$ cat src/rtl/spi_rt_pkg.sv
package spi_rt_pkg;
  typedef enum logic {
    RSEL_MASK = 1'b0,
    RSEL_STAT = 1'b1
  } reg_sel_e;

  localparam int STAT_ERR_BIT = 7;
  localparam int STAT_ACT_BIT = 6;
endpackage

$ cat src/rtl/spi_rt_session.sv
module spi_rt_session #(
  parameter int ADDR_W = 3
) (
  input  logic              clk,
  input  logic              rst,
  input  logic              host_men,
  input  logic [ADDR_W-1:0] host_addr,
  input  logic              host_sclk,
  input  logic              host_mosi,
  output logic              start_o,
  output logic              act_q,
  output logic [ADDR_W-1:0] sel_q,
  output logic              sclk_q,
  output logic              mosi_q
);
  assign start_o = host_men && !act_q;

  always_ff @(posedge clk) begin
    if (rst) begin
      act_q  <= 1'b0;
      sel_q  <= '0;
      sclk_q <= 1'b0;
      mosi_q <= 1'b0;
    end else begin
      act_q  <= host_men;
      sclk_q <= host_sclk;
      mosi_q <= host_mosi;
      if (start_o) sel_q <= host_addr;
    end
  end


  sel_hold_chk: assert property (@(posedge clk) disable iff (rst)
    (act_q && host_men) |=> $stable(sel_q));
endmodule

$ cat src/rtl/spi_rt_fanout.sv
module spi_rt_fanout #(
  parameter int   NUM_EP    = 6,
  parameter int   ADDR_W    = 3,
  parameter logic SCLK_IDLE = 1'b0
) (
  input  logic              clk,
  input  logic              rst,
  input  logic              act_q,
  input  logic [ADDR_W-1:0] sel_q,
  input  logic              sclk_q,
  input  logic              mosi_q,
  input  logic [NUM_EP-1:0] mask,
  input  logic [NUM_EP-1:0] ep_miso,
  output logic [NUM_EP-1:0] ep_cs_n,
  output logic [NUM_EP-1:0] ep_sclk,
  output logic [NUM_EP-1:0] ep_mosi,
  output logic              host_miso
);
  logic [NUM_EP-1:0] grant;

  for (genvar i = 0; i < NUM_EP; i++) begin : g_ep
    assign grant[i] = act_q && (sel_q == ADDR_W'(i)) && !mask[i];

    always_ff @(posedge clk) begin
      if (rst) begin
        ep_cs_n[i] <= 1'b1;
        ep_sclk[i] <= SCLK_IDLE;
        ep_mosi[i] <= 1'b0;
      end else begin
        ep_cs_n[i] <= !grant[i];
        ep_sclk[i] <= grant[i] ? sclk_q : SCLK_IDLE;
        ep_mosi[i] <= grant[i] && mosi_q;
      end
    end
  end

  always_ff @(posedge clk) begin
    if (rst) host_miso <= 1'b0;
    else     host_miso <= |(grant & ep_miso);
  end


  one_select_chk: assert property (@(posedge clk) disable iff (rst)
    $onehot0(~ep_cs_n));


  idle_release_chk: assert property (@(posedge clk) disable iff (rst)
    !act_q |=> (&ep_cs_n));


  quiet_miso_chk: assert property (@(posedge clk) disable iff (rst)
    (&ep_cs_n) |-> !host_miso);
endmodule

$ cat src/rtl/spi_rt_regs.sv
module spi_rt_regs
  import spi_rt_pkg::*;
#(
  parameter int NUM_EP = 6,
  parameter int ADDR_W = 3,
  parameter int REG_W  = 8
) (
  input  logic              clk,
  input  logic              rst,
  input  logic              start,
  input  logic [ADDR_W-1:0] host_addr,
  input  logic              act_q,
  input  logic [ADDR_W-1:0] sel_q,
  input  logic              reg_addr,
  input  logic              reg_we,
  input  logic [REG_W-1:0]  reg_wdata,
  output logic [NUM_EP-1:0] mask,
  output logic [REG_W-1:0]  reg_rdata
);
  logic             err_q;
  logic             bad_code;
  logic             err_clr;
  logic [REG_W-1:0] stat_w;
  reg_sel_e         rsel;

  assign rsel     = reg_sel_e'(reg_addr);
  assign bad_code = start && (32'(host_addr) >= NUM_EP);
  assign err_clr  = reg_we && (rsel == RSEL_STAT) && reg_wdata[STAT_ERR_BIT];

  always_comb begin
    stat_w = '0;
    stat_w[STAT_ERR_BIT] = err_q;
    stat_w[STAT_ACT_BIT] = act_q;
    stat_w[ADDR_W-1:0]   = sel_q;
  end

  always_ff @(posedge clk) begin
    if (rst) begin
      mask      <= '0;
      err_q     <= 1'b0;
      reg_rdata <= '0;
    end else begin
      if (reg_we && rsel == RSEL_MASK) mask <= reg_wdata[NUM_EP-1:0];
      if (bad_code)     err_q <= 1'b1;
      else if (err_clr) err_q <= 1'b0;
      reg_rdata <= (rsel == RSEL_MASK) ? REG_W'(mask) : stat_w;
    end
  end


  err_sticky_chk: assert property (@(posedge clk) disable iff (rst)
    (err_q && !err_clr) |=> err_q);
endmodule

$ cat src/rtl/spi_route_hub.sv
module spi_route_hub #(
  parameter int   NUM_EP    = 6,
  parameter int   ADDR_W    = 3,
  parameter int   REG_W     = 8,
  parameter logic SCLK_IDLE = 1'b0
) (
  input  logic              clk,
  input  logic              rst,
  input  logic              host_men,
  input  logic [ADDR_W-1:0] host_addr,
  input  logic              host_sclk,
  input  logic              host_mosi,
  output logic              host_miso,
  output logic [NUM_EP-1:0] ep_cs_n,
  output logic [NUM_EP-1:0] ep_sclk,
  output logic [NUM_EP-1:0] ep_mosi,
  input  logic [NUM_EP-1:0] ep_miso,
  input  logic              reg_addr,
  input  logic              reg_we,
  input  logic [REG_W-1:0]  reg_wdata,
  output logic [REG_W-1:0]  reg_rdata
);
  logic              start;
  logic              act_q;
  logic [ADDR_W-1:0] sel_q;
  logic              sclk_q;
  logic              mosi_q;
  logic [NUM_EP-1:0] mask;

  spi_rt_session #(.ADDR_W(ADDR_W)) u_session (
    .clk(clk), .rst(rst), .host_men(host_men), .host_addr(host_addr),
    .host_sclk(host_sclk), .host_mosi(host_mosi), .start_o(start),
    .act_q(act_q), .sel_q(sel_q), .sclk_q(sclk_q), .mosi_q(mosi_q)
  );

  spi_rt_fanout #(.NUM_EP(NUM_EP), .ADDR_W(ADDR_W), .SCLK_IDLE(SCLK_IDLE)) u_fanout (
    .clk(clk), .rst(rst), .act_q(act_q), .sel_q(sel_q), .sclk_q(sclk_q),
    .mosi_q(mosi_q), .mask(mask), .ep_miso(ep_miso), .ep_cs_n(ep_cs_n),
    .ep_sclk(ep_sclk), .ep_mosi(ep_mosi), .host_miso(host_miso)
  );

  spi_rt_regs #(.NUM_EP(NUM_EP), .ADDR_W(ADDR_W), .REG_W(REG_W)) u_regs (
    .clk(clk), .rst(rst), .start(start), .host_addr(host_addr),
    .act_q(act_q), .sel_q(sel_q), .reg_addr(reg_addr), .reg_we(reg_we),
    .reg_wdata(reg_wdata), .mask(mask), .reg_rdata(reg_rdata)
  );


  idle_clock_chk: assert property (@(posedge clk) disable iff (rst)
    ep_cs_n[0] |-> (ep_sclk[0] == SCLK_IDLE && !ep_mosi[0]));
endmodule

$ cat config.mk
export PLATFORM = sky130hd
export DESIGN_NAME = spi_route_hub
export DESIGN_NICKNAME = d
export VERILOG_FILES = /design/src/rtl/spi_rt_pkg.sv /design/src/rtl/spi_rt_session.sv /design/src/rtl/spi_rt_fanout.sv /design/src/rtl/spi_rt_regs.sv /design/src/rtl/spi_route_hub.sv
export SDC_FILE = /design/constraint.sdc
export NUM_CORES = 1
export LEC_CHECK = 0
export BUFFER_PORTS_ARGS = -buffer_cell sky130_fd_sc_hd__buf_2
export CAP_MARGIN = 20
export CORE_MARGIN = 5
export CORE_UTILIZATION = 42
export CTS_CLUSTER_SIZE = 30
export DETAILED_ROUTE_END_ITERATION = 10
export PLACE_DENSITY = 0.73
export SYNTH_ARGS = -nofsm -noshare
export SYNTH_HDL_FRONTEND = slang
export SYNTH_SLANG_ARGS = --single-unit
$ cat constraint.sdc
create_clock -name clk -period 1.3 [get_ports clk]
set_input_delay 0.26 -clock clk [delete_from_list [all_inputs] [get_ports clk]]
set_output_delay 0.26 -clock clk [all_outputs]
set_load 0.005 [all_outputs]
==> metrics.md <==
| Metric | Value |
|---|---|
| Top routing layer used | `met4` |
| Internal power | `1.868 mW` |
| WL per Instance | `11.66 um` |
| Port buffer count | `49` |
| Maximum VDD drop | `602.3 uV` |
| Die H | `66.62 um` |
| R2R Path End | `u_fanout.host_miso` |
| Final worst-path setup slack | `-0.01610 ns` |
| Die Area | `0.004438 mm2` |
| Layout cells sized above 1 | `0.4140` |
| Vias in the first global route | `1063` |
| Fin. Hold Viols | `0` |
| Pre-Repair DR Iteration Count | `4` |
| Worst EP required | `1.57 ns` |
| Clock transition at the registers of the reported paths | `0.11 ns` |
| Crit path buf inv count | `0` |
| Final setup viols | `3` |
| Critical-path cell list | `or3b_1, a2111o_1, o211ai_2` |
| Comb pwr share | `0.078` |
| Residual DRC | `0` |
| Violated checks | `setup timing` |
| Critical path startpoint | `u_session.sel_q[0]` |
| CTS Buf Count | `5` |
| Vias per inst | `4.626` |
| Tot GR Track Use | `0.1388` |
| Crit path depth | `3` |
| Total Power | `2.336 mW` |
| Max_slew headroom | `0.7246` |
| Power Dens Cells | `1273 mW/mm2` |
| Achievable clock frequency | `0.7598 GHz` |
| Largest net degree at the start of global routing | `19` |
| Post-Place Cells | `222` |
| Count leader, synth | `dfxtp_1` |
| Dominant synthesized flop cell | `dfxtp_1` |
| CP startpoint kind | `flip-flop` |
| Top Family by Delay on Critical Path | `compound AO/OA/AOI/OAI gates` |
| Slowest cell on crit path | `a2111o_1` |
| Critical Path AT | `1.58 ns` |
| Clk sinks | `40` |
| Period minus WS final | `1.316 ns` |
| FF+latch count, synth | `40` |
| CTS Buffer Depth | `2` |
| Yosys cell types | `25` |
| Number of H-tree levels | `2` |
| Ys async rst share | `0` |
| CTS tree | `yes` |
| Syn_nets | `146` |
| P_sw | `0.4682 mW` |
| Commonest cells in the netlist | `dfxtp_1 (40), nor2_1 (15), and2_1 (14)` |
| Post-CTS setup buffer count | `0` |
| Final Non-Filler Cells | `230` |
| Met2 WL post-DR | `1302 um` |
| Initial antenna violation count | `0` |
| Cell taking the most area after synthesis | `dfxtp_1` |
| Drt first-iter violations | `25` |
| Final Skew | `0.01313 ns` |
| Final-report max-slew violation count | `0` |
| Root Buffer | `clkbuf_4` |
| Number of fill cells in the layout | `274` |
| Antenna Cells | `0` |
| Switching part of the total power | `0.2004` |
| Post-DP HPWL | `2162 um` |
| Core area | `0.003053 mm2` |
| FF-to-FF path depth | `3` |
| # nets final | `209` |
| Status | `finished with violations` |
| Mapped Area | `0.001346 mm2` |
| Ports | `51` |
| Share of the synthesized area in the top cell type | `0.5948` |
| Total grt overflow | `0` |
| WL met3 | `272 um` |
| Dominant cells by area after synthesis | `dfxtp_1 (59%), mux2i_1 (8.9%), and2_1 (6.5%), nor2_1 (4.2%), nor2b_1 (2.3%)` |
| Slew at the pin closest to its max-slew limit | `0.4093 ns` |
| RSZ-0062 raised after global routing | `true` |
| Worst R2R Start | `u_session.sel_q[0]` |
| Crit Path Max Fanout | `7` |
| Layout area overhead | `36.34%` |
| Routed via count | `1064` |
| Synth warn | `0` |
| Initial Utilization | `0.4410` |
| Sequential cell fraction of total power | `0.548` |
| Antenna-violating nets left | `0` |
| CTS hold repair buffers | `0` |
| Avg Cell Area, Syn | `11.04 um2` |
| Global placement routability congestion | `0.8151` |
| FF-to-FF setup slack | `-0.02 ns` |
| Worst-Skew Late Latency | `0.34 ns` |
| Cells after Synth | `122` |
| Critical path endpoint category | `flip-flop` |
| HP Class | `input port to flip-flop` |
| Post-synthesis sequential area ratio | `0.5948` |
| Total of max-cap violations | `0` |
| M1 WL | `1063 um` |
| Die width | `66.62 um` |
| Final period util | `1.012` |
| Design area | `0.001836 mm2` |
| Crit path kind | `flip-flop to flip-flop` |
| Routed WL | `2682 um` |
| Slowest Stage Delay on Critical Path | `0.43 ns` |
| Crit path capture | `u_fanout.host_miso` |
| Post-synth EDFFs | `0` |
| Lkg Pwr | `0.8558 nW` |
| First-pass GRT wire length | `4567 um` |
| Core Rows | `20` |
| Clock share of power | `0.374` |
| Placed Area | `0.001709 mm2` |
-- worst min-delay path by stage --
stage | start | endpoint | cells past startpoint | slack, ns
final | host_men | u_session.act_q | 2 | 0.13
after global routing | host_men | u_session.act_q | 2 | 0.11
after CTS | host_men | u_session.act_q | 2 | 0.12
after detailed placement | host_mosi | u_session.mosi_q | 2 | 0.48
after global placement | u_regs.mask[3] | u_regs.reg_rdata[3] | 2 | 0.47
after floorplan | host_men | u_session.act_q | 1 | 0.39
-- cell usage in the layout (no fill, tap or decap), types with 2 or more instances in the layout --
cell      count
clkbuf_4      5
nor3_4        2
or3b_1        2
and3b_1       2
nor2_1       15
nor2b_1       5
clkbuf_8      2
dfxtp_1      38
a2111o_1      2
nor4_1        2
and2_1       14
inv_1         8
buf_4        12
nand3b_1      2
mux2i_1      12
buf_2        49
a32oi_1       2
-- cell type report --
type	count	area, um2	area share
Multi-Input combinational cell	69	514.2	0.2802
Tap cell	44	55.05	0.02999
Inverter	8	30.03	0.01636
Sequential cell	40	805.8	0.4390
Timing Repair Buffer	61	335.3	0.1827
Clock buffer	7	65.06	0.03545
Clock inverter	1	30.03	0.01636
-- sequential cells by signal (all words and copies together) (netlist names) --
name                flops
u_regs.reg_rdata        8
u_regs.err_q            1
u_session.sclk_q        1
u_session.act_q         1
u_session.mosi_q        1
u_regs.mask             6
u_fanout.ep_mosi        6
u_fanout.ep_cs_n        6
u_fanout.ep_sclk        6
u_fanout.host_miso      1
u_session.sel_q         3
-- per-layer routing --
layer,GRT usage,vias up
met4,0.04569,0
met5,0,-
met2,0.2327,39
li1,-,530
met3,0.07757,6
met1,0.1461,489
-- cells by family (layout without fill, tap and decap cells) --
family                 count (synthesis)  after routing  synth area share
multiplexers                          12             12           0.08922
buffers and inverters                 13             77           0.04275
flip-flops                            40             40            0.5948
AO/OA/AOI/OAI                          5              5           0.03903
AND/OR/NAND/NOR                       52             52            0.2342
-- repair_timing --
item,4_1_cts,5_1_grt
gates cloned,0,0
resized for setup,4,4
pin swaps,0,4
endpoints found under the setup margin,7,18
-- power groups by stage --
| stage | sequential, mW | combinational (mW) | clock, mW |
|---|---|---|---|
| final | 1.28 | 0.183 | 0.873 |
| after detailed placement | 1.31 | 0.178 | 0 |
| after global routing | 1.29 | 0.202 | 0.974 |
| after floorplan | 1.31 | 0.0889 | 0 |
| after CTS | 1.28 | 0.184 | 0.899 |
| after global placement | 1.31 | 0.173 | 0 |
-- through the flow --
stage	TNS, ns	util	hold WS (ns)	setup WS [ns]
floorplan	0	-	0.3882	0.0003877
global placement	-0.06773	0.5598	0.4667	-0.01537
detailed placement	-0.2520	0.5598	0.4820	-0.05257
CTS	-0.04024	0.5967	0.1155	-0.01613
global route	-0.5839	0.6012	0.1081	-0.08343
finish	-0.02579	0.6012	0.1312	-0.01610
(Power assumes the default switching activity.)
